<file path="config.mk">
export PLATFORM = sky130hd
export DESIGN_NAME = sflash_stat_id_resp
export DESIGN_NICKNAME = d
export VERILOG_FILES = /design/src/rtl/sflash_stat_id_resp.sv
export SDC_FILE = /design/constraint.sdc
export NUM_CORES = 1
export LEC_CHECK = 0
export ABC_CLOCK_PERIOD_IN_PS = 3200
export BUFFER_PORTS_ARGS = -buffer_cell sky130_fd_sc_hd__buf_2
export CORE_ASPECT_RATIO = 1.75
export CORE_UTILIZATION = 45
export CTS_CLUSTER_DIAMETER = 30
export CTS_CLUSTER_SIZE = 30
export DETAILED_ROUTE_END_ITERATION = 10
export SLEW_MARGIN = 30
export SYNTH_ARGS = -nofsm -noshare
export SYNTH_HDL_FRONTEND = slang
export SYNTH_SLANG_ARGS = --single-unit
</file>
<file path="constraint.sdc">
create_clock -name clk -period 3.2 [get_ports clk]
set_input_delay 0.16 -clock clk [delete_from_list [all_inputs] [get_ports clk]]
set_output_delay 0.16 -clock clk [all_outputs]
set_load 0.01 [all_outputs]
</file>
<file path="src/rtl/sflash_stat_id_resp.sv">
module sflash_stat_id_resp #(
  parameter logic [7:0]  MFR_ID   = 8'h20,
  parameter logic [15:0] DEV_ID   = 16'h2013,
  parameter int          BUSY_CYC = 64
) (
  input  logic       clk,
  input  logic       rst_n,
  input  logic       sclk,
  input  logic       cs_n,
  input  logic       mosi,
  output logic       miso,
  output logic       miso_oe,
  input  logic       wr_req,
  input  logic       sr_req,
  input  logic [3:0] sr_wdata
);
  localparam int BW = (BUSY_CYC > 1) ? $clog2(BUSY_CYC) : 1;
  localparam logic [7:0] OP_STAT = 8'h05;
  localparam logic [7:0] OP_ID   = 8'h9F;
  localparam logic [7:0] OP_WEN  = 8'h06;
  localparam logic [7:0] OP_WDIS = 8'h04;

  typedef enum logic [2:0] {PH_CMD, PH_STAT, PH_ID, PH_WAIT, PH_IGN} ph_t;

  ph_t         ph;
  logic        sclk_d, cs_d;
  logic [2:0]  bcnt, ocnt;
  logic [6:0]  ishift;
  logic [23:0] osh;
  logic        dout, oe, wen_op;
  logic        wip, wel, srwd, pend_sr;
  logic [2:0]  bp;
  logic [3:0]  pend_val;
  logic [BW-1:0] busy_cnt;

  wire       sck_rise = !cs_n && sclk && !sclk_d;
  wire       sck_fall = !cs_n && !sclk && sclk_d;
  wire       cs_up    = cs_n && !cs_d;
  wire [7:0] opcode   = {ishift, mosi};
  wire [7:0] stat     = {srwd, 2'b00, bp, wel, wip};
  wire       data_ph  = (ph == PH_STAT) || (ph == PH_ID);
  wire       accept   = !wip && wel && (wr_req || sr_req);

  assign miso    = oe ? dout : 1'b0;
  assign miso_oe = oe;

  always_ff @(posedge clk or negedge rst_n)
    if (!rst_n) begin
      sclk_d <= 1'b0;
      cs_d   <= 1'b1;
    end else begin
      sclk_d <= sclk;
      cs_d   <= cs_n;
    end

  always_ff @(posedge clk or negedge rst_n)
    if (!rst_n) begin
      ph     <= PH_CMD;
      bcnt   <= '0;
      ocnt   <= '0;
      ishift <= '0;
      osh    <= '0;
      dout   <= 1'b0;
      oe     <= 1'b0;
      wen_op <= 1'b0;
    end else if (cs_n) begin
      ph   <= PH_CMD;
      bcnt <= '0;
      ocnt <= '0;
      oe   <= 1'b0;
    end else begin
      if (sck_rise)
        case (ph)
          PH_CMD: begin
            ishift <= opcode[6:0];
            bcnt   <= bcnt + 3'd1;
            if (bcnt == 3'd7)
              case (opcode)
                OP_STAT: ph <= PH_STAT;
                OP_ID:   ph <= PH_ID;
                OP_WEN:  begin ph <= PH_WAIT; wen_op <= 1'b1; end
                OP_WDIS: begin ph <= PH_WAIT; wen_op <= 1'b0; end
                default: ph <= PH_IGN;
              endcase
          end
          PH_WAIT: ph <= PH_IGN;
          default: ;
        endcase
      if (sck_fall && data_ph) begin
        oe   <= 1'b1;
        ocnt <= ocnt + 3'd1;
        if (ph == PH_STAT && ocnt == 3'd0) begin
          dout <= stat[7];
          osh  <= {stat[6:0], 17'd0};
        end else if (ph == PH_ID && !oe) begin
          dout <= MFR_ID[7];
          osh  <= {MFR_ID[6:0], DEV_ID, 1'b0};
        end else begin
          dout <= osh[23];
          osh  <= {osh[22:0], 1'b0};
        end
      end
    end

  always_ff @(posedge clk or negedge rst_n)
    if (!rst_n) begin
      wip      <= 1'b0;
      wel      <= 1'b0;
      srwd     <= 1'b0;
      bp       <= '0;
      pend_sr  <= 1'b0;
      pend_val <= '0;
      busy_cnt <= '0;
    end else begin
      if (cs_up && ph == PH_WAIT) wel <= wen_op;
      if (accept) begin
        wip      <= 1'b1;
        busy_cnt <= BW'(BUSY_CYC - 1);
        pend_sr  <= sr_req;
        pend_val <= sr_wdata;
      end else if (wip) begin
        if (busy_cnt == '0) begin
          wip <= 1'b0;
          wel <= 1'b0;
          if (pend_sr) {srwd, bp} <= pend_val;
        end else
          busy_cnt <= busy_cnt - 1'b1;
      end
    end

  AST_OE_OFF_DESEL: assert property (@(posedge clk) disable iff (!rst_n) cs_n |=> !miso_oe);
  AST_OE_OFF_IN_CMD: assert property (@(posedge clk) disable iff (!rst_n) (ph == PH_CMD) |-> !miso_oe);
  AST_ACCEPT_NEEDS_WEL: assert property (@(posedge clk) disable iff (!rst_n) $rose(wip) |-> $past(wel));
  AST_END_CLEARS_WEL: assert property (@(posedge clk) disable iff (!rst_n) $fell(wip) |-> !wel);
  AST_BUSY_HOLDS: assert property (@(posedge clk) disable iff (!rst_n) (wip && busy_cnt != '0) |=> wip);
  AST_MISO_ON_FALL: assert property (@(posedge clk) disable iff (!rst_n) (!cs_n && !sck_fall && miso_oe) |=> $stable(miso));
endmodule

</file>
==> results of run 1 <==
-- tightest hold or removal path: cells and delay by family --
family / cells / cell delay [ns]
simple gates: 2 / 0.10
buf+inv: 1 / 0.07
-- sequential cells by signal (all words and copies together) (netlist names), 3 cells and up --
name,count
bcnt,3
bp,3
busy_cnt,6
ishift,7
ocnt,3
osh,23
pend_val,4
ph,3
-- power by group through the flow --
stage               Combinational (mW)  Sequential, mW  Clock (mW)
global route                     0.120           0.861       0.822
CTS                              0.110           0.851       0.786
detailed placement               0.106           0.865           0
finish                           0.107           0.851       0.766
floorplan                       0.0679           0.854           0
global placement                 0.104           0.864           0
-- per-stage QoR --
| stage | utilization (%) | worst slack [ns] |
|---|---|---|
| final | 53.15 | 1.184 |
| after global routing | 53.15 | 1.076 |
| after CTS | 53.15 | 1.163 |
| after detailed placement | 48.61 | 1.165 |
| after global placement | 48.61 | 1.210 |
| after floorplan | - | 1.472 |
-- Yosys cell counts (all sizes together) --
library cell	n	area share, %
o21ba	1	0.37
nand3	3	0.55
a21oi	4	0.74
o211ai	2	0.55
xor2	3	0.97
nor4	2	1.0
nand4bb	1	0.41
dfrtp	60	55
mux2i	3	1.1
or3b	3	1.1
a21o	2	0.55
mux2	14	5.8
nor3	3	0.55
o31ai	2	0.55
a41oi	1	0.32
or4	2	0.55
a22oi	6	1.7
or3	3	0.69
nand2b	2	0.46
nor2	6	0.83
and2	2	0.46
o211a	1	0.37
a31oi	2	0.46
nand4	2	0.46
o41ai	1	0.32
inv	7	0.97
a211oi	2	0.55
ha	6	2.8
or4b	1	0.37
dfstp	1	0.97
clkbuf	7	0.97
nand3b	2	0.55
nor4b	3	1.4
buf	5	1.1
nor3b	1	0.28
o21ai	27	5.0
o41a	1	0.41
o22ai	4	0.92
nand2	56	7.7
-- cells in the final DEF (no fill, tap or decap), types with 3 or more instances in the layout --
| cell type | synthesis | final |
|---|---|---|
| a21oi_1 | 4 | 4 |
| a22oi_1 | 6 | 6 |
| buf_2 | 4 | 12 |
| clkbuf_8 | 0 | 11 |
| dfrtp_1 | 60 | 60 |
| dlygate4sd3_1 | 0 | 4 |
| ha_1 | 6 | 6 |
| inv_1 | 7 | 7 |
| mux2_1 | 5 | 5 |
| mux2_2 | 9 | 9 |
| mux2i_1 | 3 | 3 |
| nand2_1 | 56 | 56 |
| nand3_1 | 3 | 3 |
| nor2_1 | 6 | 6 |
| nor3_1 | 3 | 3 |
| o21ai_0 | 11 | 11 |
| o21ai_1 | 16 | 16 |
| o22ai_1 | 4 | 4 |
| or3_1 | 3 | 3 |
| xor2_1 | 3 | 3 |
-- cell families after synthesis --
kind of cell	count (synthesis)	synth area share, %
AND/OR/NAND/NOR	92	17.39
flip-flops	61	56.16
XOR/XNOR	3	0.9661
multiplexers	17	6.900
adder cells (fa/ha/maj)	6	2.760
buffers and inverters	19	3.082
AO/OA/AOI/OAI	56	12.74
-- per-layer routing --
| layer | up-vias | global-route usage, % | routed length [um] |
|---|---|---|---|
| li1 | 928 | - | - |
| met1 | 901 | 20.66 | 2023 |
| met2 | 27 | 28.96 | 2498 |
| met3 | 14 | 3.837 | 119 |
| met4 | 0 | 12.50 | 177 |
| met5 | - | 0 | 0 |
-- final cells by class --
cell class                      instances  share of cell area, %
Clock buffer                           12                  5.004
Clock inverter                          4                  2.260
Inverter                                7                 0.8475
Multi-Input combinational cell        174                  35.75
Sequential cell                        61                  49.27
Tap cell                               78                  3.148
Timing Repair Buffer                   18                  3.713
-- worst max-delay path by stage --
stage	startpoint	end	slack, ns
after global placement	ph[2]$_DFFE_PN0P_	wen_op$_DFFE_PN0P_	1.21
final	ph[2]$_DFFE_PN0P_	wen_op$_DFFE_PN0P_	1.18
after detailed placement	ph[2]$_DFFE_PN0P_	wen_op$_DFFE_PN0P_	1.17
after CTS	ph[2]$_DFFE_PN0P_	wen_op$_DFFE_PN0P_	1.16
after floorplan	bcnt[0]$_DFFE_PN0P_	ph[1]$_DFFE_PN0P_	1.47
after global routing	ph[2]$_DFFE_PN0P_	wen_op$_DFFE_PN0P_	1.08
==> metrics, run 1 <==
status=completed; cells after synthesis=around 250; Worst Tran Pin Value=between 0.7 and 0.8 ns; critical path type=register to register; Worst setup SP type=register; initial core utilization=between 40% and 50%; max_slew headroom=52.25%; non-filler cells in the finished layout=between 300 and 400; DRT Wirelength=~4800 um; final setup fails=0; slowest CP cell=dfrtp_1; routability cong.=0.7282; achievable clock frequency=496.0 MHz; post-route cell area=between 0.003 and 0.004 mm^2; combinational power share=under 10%; crit path max fanout=12; Seq/Total Area, Yosys=between 50% and 60%; total power=1.724 mW; Netlist Area Pre-Place=between 0.002 and 0.003 mm^2; Hold Crit Class=input pin to register; Hold Startpoint=sr_wdata[2]; Yosys cell types=45; post_cts resized=0; CTS Buf Count=9; I/O Pins=13; CP endpoint kind=register; Slew Limit Fails=0; global-route wire length before repair=around 8300 um; Levels on crit path=4; placed cells=around 330; drt pass-1 iters=6; Crit path max-delay family=simple AND/OR/NAND/NOR gates; Clk pin slew, worst setup/hold paths=0.07 ns; Final ANT Viol Nets=0; switch share=21.96%; # hold bufs at CTS=4; Max Buffers Root-to-Sink=2; Die H=104.9 um; Setup TNS=0 ns; NetSw=around 0.38 mW; clock group share of total power=~44%; grt total ovfl=0; warning count from the yosys run=0; CP required=around 3.4 ns; Worst R2R Setup Slack=~1.2 ns; vias post-DR=about 1900; CP Buf/Inv Count=0; core area=roughly 0.0058 mm^2; Reg power frac=49.4%; placed instance area=about 0.0028 mm^2; worst hold path endpoint=pend_val[2]$_DFFE_PN0P_; root buffer cell=clkbuf_8; PD cells=556.1 mW/mm^2; max incr delay on CP=0.50 ns; multi-input logic area=0.001109 mm^2; Layout area overhead=13.98%; number of max-cap violations=0; port buffer count=12; ratio of cells with drive above 1 in the final layout=between 10% and 20%; Post-CTS Setup Bufs=0; final hold violations=0; Worst-Skew Late Latency=between 0.3 and 0.4 ns; initial antenna violation count=0; FF/Latch Area=between 0.0015 and 0.002 mm^2; CTS H-Tree Depth=3; die area=0.006372 mm^2; Reg2Reg Depth=4; detailed-route DRC error count=0; fin crit period=roughly 2 ns; Final #Nets=around 290; CP arrival=roughly 2.2 ns; ant diodes=0; Row Count=37; Lkg Pwr=between 1 and 1.5 nW; worst vdd ir=about 0.00042 V; vias in the first global route=approximately 1900; hold depth=3; die width=slightly above 60 um; Starting DRT DRC Count=about 120; CTS sink count=61; hpwl dp=between 3000 and 4000 um; vias per cell=around 5.3; Routed WL per cell=approximately 14 um; worst r2r dst=wen_op$_DFFE_PN0P_; CTS tree=done; Critical R2R Launch=ph[2]$_DFFE_PN0P_; mean area per synthesized cell=about 11 um^2; crit share post-route=~63%; largest net degree at the start of global routing=52; #FFs+latches synth=61; fill cell count=around 550; Pint=approximately 1.3 mW; worst hold slack=0.02306 ns; skew final=between 0.007 and 0.008 ns; gr usage total=between 15 and 20%; Syn Nets=271; RSZ-0062 raised after global routing=no; CP Cell Sequence=or3b_4 -> nor4_4 -> nand4_1 -> mux2_1
(Power assumes the default switching activity.)
==> run 2, diff against run 1 <==
--- a/config.mk
+++ b/config.mk
@@ -5,7 +5,8 @@
 export SDC_FILE = /design/constraint.sdc
 export NUM_CORES = 1
 export LEC_CHECK = 0
-export ABC_CLOCK_PERIOD_IN_PS = 3200
+export ABC_AREA = 1
+export ABC_CLOCK_PERIOD_IN_PS = 1900
 export BUFFER_PORTS_ARGS = -buffer_cell sky130_fd_sc_hd__buf_2
 export CORE_ASPECT_RATIO = 1.75
 export CORE_UTILIZATION = 45
==> constraint.sdc (replaced) <==
create_clock -name clk -period 1.9 [get_ports clk]
set_input_delay 0.095 -clock clk [delete_from_list [all_inputs] [get_ports clk]]
set_output_delay 0.095 -clock clk [all_outputs]
set_load 0.01 [all_outputs]
==> metrics, run 2 <==
CTS H-Tree Depth=3; grt total ovfl=0; Final #Nets=between 300 and 400; leading cell types in the layout, fill and taps excluded=nand2_1, dfrtp_1, o21ai_0; DRT Wirelength=roughly 5600 um; initial core utilization=~47%; placed cells=431; root buffer cell=clkbuf_8; Critical R2R Launch=ph[0]$_DFFE_PN0P_; ant diodes=0; I/O Pins=13; Starting DRT DRC Count=between 100 and 150; Pint=roughly 2.4 mW; Routed WL per cell=12.38 um; crit path max fanout=17; Clk pin slew, worst setup/hold paths=0.07 ns; initial antenna violation count=0; Reg power frac=between 40 and 50%; switch share=between 30% and 40%; #FFs+latches synth=61; max_slew headroom=60.90%; global-route wire length before repair=roughly 9700 um; max reg flops=23; CP Cell Sequence=inv_1 -> nand3_1 -> nand2_2 -> nand2_4 -> inv_6 -> nand2_4 -> o21ai_0; most instantiated cells after synthesis=nand2_1, dfrtp_1, o21ai_0; Row Count=38; drt pass-1 iters=4; ratio of cells with drive above 1 in the final layout=between 10% and 20%; max layer used=met4; vias per cell=4.897; clock group share of total power=28.0%; RSZ-0062 raised after global routing=no; worst r2r dst=osh[8]$_DFFE_PN0P_; critical path type=register to register; PD cells=about 1100 mW/mm^2; top cell type's share of synthesized area=52.08%; mean area per synthesized cell=between 8 and 9 um^2; vias post-DR=2233; CP endpoint kind=register; wire length on met3=approximately 180 um; port buffer count=12; Yosys cell types=27; CTS Buf Count=9; Worst-Skew Late Latency=around 0.35 ns; synth top area cells=dfrtp_1, nand2_1, o21ai_0; Worst R2R Setup Slack=0.36 ns; final hold violations=0; vias in the first global route=2179; Post-synth ARST share=100.0%; Critical Path Source=ph[0]$_DFFE_PN0P_; Setup TNS=0 ns; top flop regs=osh: 23 flops, ishift: 7 flops, busy_cnt: 6 flops; Syn Nets=approximately 350; core area=0.006181 mm^2; Max Buffers Root-to-Sink=2; FF/Latch Area=0.001528 mm^2; achievable clock frequency=about 650 MHz; warning count from the yosys run=0; hpwl dp=around 4100 um; Seq/Total Area, Yosys=approximately 53%; dominant synthesized flop cell=dfrtp_1; CP arrival=roughly 1.8 ns; met2 wire length=roughly 3000 um; number of max-cap violations=0; count leader, synth=nand2_1; CP dominant cell by count=nand2_4; Biggest register=osh; Die H=~110 um; critical path capture point=osh[8]$_DFFE_PN0P_; crit share post-route=between 80 and 90%; detailed-route DRC error count=0; met1 wire length=2380 um; Worst Tran Pin Value=just under 0.6 ns; CTS sink count=61; die width=~63 um; Layout area overhead=15.58%; cells after synthesis=between 300 and 400; max incr delay on CP=about 0.43 ns; multi-input logic area=0.001187 mm^2; routability cong.=between 0.8 and 0.9; NetSw=between 1 and 1.5 mW; non-filler cells in the finished layout=456; Worst setup SP type=register; worst vdd ir=around 0.00062 V; fin util=between 50% and 60%; status=completed; Post-CTS Setup Bufs=0; CTS tree=done; Yosys top cell by area=dfrtp_1; final setup fails=0; fin crit period=between 1.5 and 2 ns; fill cell count=613; Lkg Pwr=around 1.7 nW; skew final=0.009717 ns; Reg2Reg Depth=7; combinational power share=between 20 and 25%; Final ANT Viol Nets=0; CP required=between 2 and 2.5 ns; commonest non-fill, non-tap cell in the layout=nand2_1; EDFF count, synth=0; die area=~0.0067 mm^2; Slew Limit Fails=0; slowest CP cell=dfrtp_1; Hold Crit Class=input pin to register; gr usage total=a little under a fifth; Netlist Area Pre-Place=about 0.0029 mm^2; largest net degree at the start of global routing=32
[run 2: cell count changes after synthesis, moves of 5 or more]
cell | before | now
nor2_1 | 6 | 21
mux2_2 | 9 | 0
clkbuf_1 | 7 | 0
a22oi_1 | 6 | 0
o21ai_2 | 0 | 9
inv_1 | 7 | 29
nand2_1 | 56 | 130
o21ai_0 | 11 | 31
mux2_1 | 5 | 0
o21ai_1 | 16 | 1
nand3_1 | 3 | 17
[run 2: logic make-up (layout without fill, tap and decap cells)]
kind of cell | after synthesis | count (layout) | synth area share, %
AOI/OAI and AO/OA | 47 | 47 | 10.03
adders and majority gates | 6 | 6 | 2.604
and+or+nand+nor | 183 | 183 | 27.65
buffers and inverters | 37 | 76 | 5.816
xor gates and xnor gates | 3 | 3 | 0.9116
DFF | 61 | 61 | 52.99
[run 2: what timing repair did]
item                                   4_1_cts  5_1_grt
hold buffers                                 9        0
resized for setup                            0        0
endpoints found under the hold margin       30        0
[run 2: metrics by stage]
step	hold slack, ns	instance area (um^2)	setup slack (ns)	power [mW]
after global routing	0.2902	3332	0.2101	3.873
after detailed placement	0.1324	3069	0.3579	2.615
final	0.2638	3332	0.3564	3.609
after global placement	0.1370	3069	0.4391	2.585
after floorplan	-0.2006	2883	0.5826	2.363
after CTS	0.2489	3332	0.3415	3.664
[run 2: worst min path at each step]
stage            from                       to  slack (ns)  depth (start not counted)
2_1_floorplan   rst_n      bcnt[0]$_DFFE_PN0P_       -0.20                          0
3_3_place_gp    rst_n      miso_oe$_DFFE_PN0P_        0.14                          1
3_5_place_dp    rst_n         sclk_d$_DFF_PN0_        0.13                          1
4_1_cts        wr_req  busy_cnt[3]$_DFFE_PN0P_        0.25                          5
5_1_grt        wr_req  busy_cnt[3]$_DFFE_PN0P_        0.29                          5
6_report       wr_req  busy_cnt[3]$_DFFE_PN0P_        0.26                          5
[run 2: power by group through the flow]
stage / logic (mW) / clock network (mW) / registers, mW
3_5_place_dp: 0.830 / 0 / 1.78
4_1_cts: 0.850 / 1.05 / 1.76
2_1_floorplan: 0.631 / 0 / 1.73
3_3_place_gp: 0.810 / 0 / 1.78
6_report: 0.837 / 1.01 / 1.76
5_1_grt: 0.973 / 1.11 / 1.79
[run 2: layer usage]
| metal | track usage [%] | vias to the layer above |
|---|---|---|
| li1 | - | 1141 |
| met1 | 20.59 | 1056 |
| met2 | 32.92 | 26 |
| met3 | 6.674 | 10 |
| met4 | 8.472 | 0 |
| met5 | 0 | - |
[run 2: layout make-up]
class / instances / area share (%)
Multi-Input combinational cell: 239 / 35.64
Inverter: 31 / 3.642
Sequential cell: 61 / 45.85
Tap cell: 80 / 3.004
Clock buffer: 14 / 4.882
Timing Repair Buffer: 29 / 6.684
Clock inverter: 2 / 0.3004
[run 2: worst max-delay path: cells and delay by family, from the launching register on]
kind / cells / cell delay [ns]
buf+inv: 2 / 0.29
compound gates: 1 / 0.22
flops: 1 / 0.43
simple gates: 4 / 0.51
==> run 3, diff against run 2 <==
--- a/config.mk
+++ b/config.mk
@@ -5,8 +5,8 @@
 export SDC_FILE = /design/constraint.sdc
 export NUM_CORES = 1
 export LEC_CHECK = 0
-export ABC_AREA = 1
-export ABC_CLOCK_PERIOD_IN_PS = 1900
+export ABC_AREA = 0
+export ABC_CLOCK_PERIOD_IN_PS = 1300
 export BUFFER_PORTS_ARGS = -buffer_cell sky130_fd_sc_hd__buf_2
 export CORE_ASPECT_RATIO = 1.75
 export CORE_UTILIZATION = 45
==> constraint.sdc (replaced) <==
create_clock -name clk -period 1.3 [get_ports clk]
set_input_delay 0.065 -clock clk [delete_from_list [all_inputs] [get_ports clk]]
set_output_delay 0.065 -clock clk [all_outputs]
set_load 0.01 [all_outputs]
==> metrics, run 3 (synthesis results as in run 1) <==
commonest non-fill, non-tap cell in the layout=dfrtp_1; root buffer cell=clkbuf_8; Worst-Skew Late Latency=0.35 ns; Worst setup SP type=register; Hold Crit Class=input pin to register; CTS Buf Count=9; crit share post-route=134.1%; PD cells=between 900 and 1000 mW/mm^2; DRT Wirelength=6992 um; status=finished, violations left; max_slew headroom=just under 70%; RSZ-0062 raised after global routing=yes; CP arrival=approximately 2.0 ns; port buffer count=12; worst vdd ir=around 0.00076 V; CP Cell Sequence=ha_2 -> ha_4 -> or3b_1 -> a21o_1 -> or3_1 -> a21oi_2; crit path max fanout=3; ant diodes=0; initial core utilization=around 47%; Die H=approximately 100 um; CP required=approximately 1.6 ns; Slew Limit Fails=0; Row Count=37; switch share=between 20% and 30%; clock group share of total power=39.0%; combinational power share=approximately an eighth; Crit path max-delay family=simple AND/OR/NAND/NOR gates; Biggest register=osh; post-route cell area=approximately 0.0044 mm^2; number of max-cap violations=0; largest net degree at the start of global routing=27; Clk pin slew, worst setup/hold paths=0.07 ns; multi-input logic area=about 0.0016 mm^2; global-route wire length before repair=about 11000 um; fin util=between 70 and 80%; Layout area overhead=62.05%; leading cell types in the layout, fill and taps excluded=dfrtp_1, buf_4, nand2_1; Routed WL per cell=approximately 16 um; placed instance area=0.003297 mm^2; vias per cell=about 5.3; FF/Latch Area=0.001529 mm^2; Reg power frac=between 40% and 50%; die width=just over 60 um; initial antenna violation count=0; core area=~0.0058 mm^2; grt total ovfl=0; ratio of cells with drive above 1 in the final layout=56.66%; critical path type=register to register; failing checks=setup timing; Worst Tran Pin Value=0.4792 ns; die area=around 0.0064 mm^2; vias post-DR=about 2300; CTS tree=done; I/O Pins=13; CP Buf/Inv Count=0; skew final=between 0.01 and 0.015 ns; gr usage total=~25%; final hold violations=0; max incr delay on CP=0.35 ns; vias in the first global route=~2500; Starting DRT DRC Count=85; detailed-route DRC error count=0; final setup fails=58; Pint=3.245 mW; Setup TNS=-15.28 ns; CP endpoint kind=register; hpwl dp=about 3800 um; routability cong.=~0.76; top flop regs=osh: 23 flops, ishift: 7 flops, busy_cnt: 6 flops; max reg flops=23; CTS sink count=between 60 and 70; slowest CP cell=dfrtp_1; Final #Nets=between 300 and 400; CTS H-Tree Depth=3; Max Buffers Root-to-Sink=2; NetSw=about 1.1 mW; fill cell count=383; achievable clock frequency=between 500 and 600 MHz; setup ws final=-0.4430 ns; drt pass-1 iters=4; fin crit period=approximately 1.7 ns; Lkg Pwr=slightly above 2 nW; Final ANT Viol Nets=0
[run 3: changes by cell type in the layout (fill, tap and decap cells not counted), moves of 20 or more]
cell     delta
nand2_1   -103
buf_4      +41
inv_1      -25
nand2_4    +20
o21ai_0    -29
[run 3: final timing paths]
kind                                           end  slack [ns]  cells after the start                    start
setup / recovery                 ph[0]$_DFFE_PN0P_       -0.44                      6      bcnt[0]$_DFFE_PN0P_
max in group asynchronous           cs_d$_DFF_PN1_        0.52                      3                    rst_n
hold reg to reg            pend_val[1]$_DFFE_PN0P_        0.48                      2  pend_val[1]$_DFFE_PN0P_
min in group asynchronous      ocnt[0]$_DFFE_PN0P_        0.22                      2                    rst_n
hold / removal                      cs_d$_DFF_PN1_        0.02                      2                     cs_n
setup reg to reg                 ph[0]$_DFFE_PN0P_       -0.44                      6      bcnt[0]$_DFFE_PN0P_
[run 3: layout make-up]
type,instances,area share [%]
multi-input cells,174,36.53
flip-flops and latches,61,34.69
repair buffers,95,21.37
clock inverters,7,1.731
well taps,78,2.214
clock buffers,9,2.810
inverters,7,0.6529
[run 3: metal layers]
layer / vias up / GRT usage (%) / share of wire (%)
li1: 1086 / - / -
met1: 1160 / 28.29 / 39
met2: 37 / 41.68 / 56
met3: 12 / 5.693 / 2.7
met4: 0 / 10.88 / 1.9
met5: - / 0 / 0
[run 3: power by group through the flow]
stage | combinational (mW) | clock [mW] | sequential (mW)
final | 0.566 | 1.69 | 2.08
after detailed placement | 0.470 | 0 | 2.11
after global placement | 0.459 | 0 | 2.10
after global routing | 0.618 | 1.82 | 2.09
after floorplan | 0.167 | 0 | 2.10
after CTS | 0.569 | 1.72 | 2.08
[run 3: repair_timing]
action                     4_1_cts  5_1_grt
setup endpoints to repair       54       58
buffers inserted                14       13
pin swaps                       40       25
cloned                           7        0
hold buffers                     8        0
resized for setup               87       58
hold endpoints to repair        23        0
[run 3: stage by stage]
stage	power (mW)	hold WS, ns	worst slack (ns)	instances
detailed placement	2.578	0.04568	-0.4484	381
floorplan	2.270	-0.2306	-0.4176	254
global placement	2.563	0.04380	-0.4173	381
CTS	4.362	0.006618	-0.4229	423
finish	4.332	0.02315	-0.4430	431
global route	4.526	0.01241	-0.5021	431
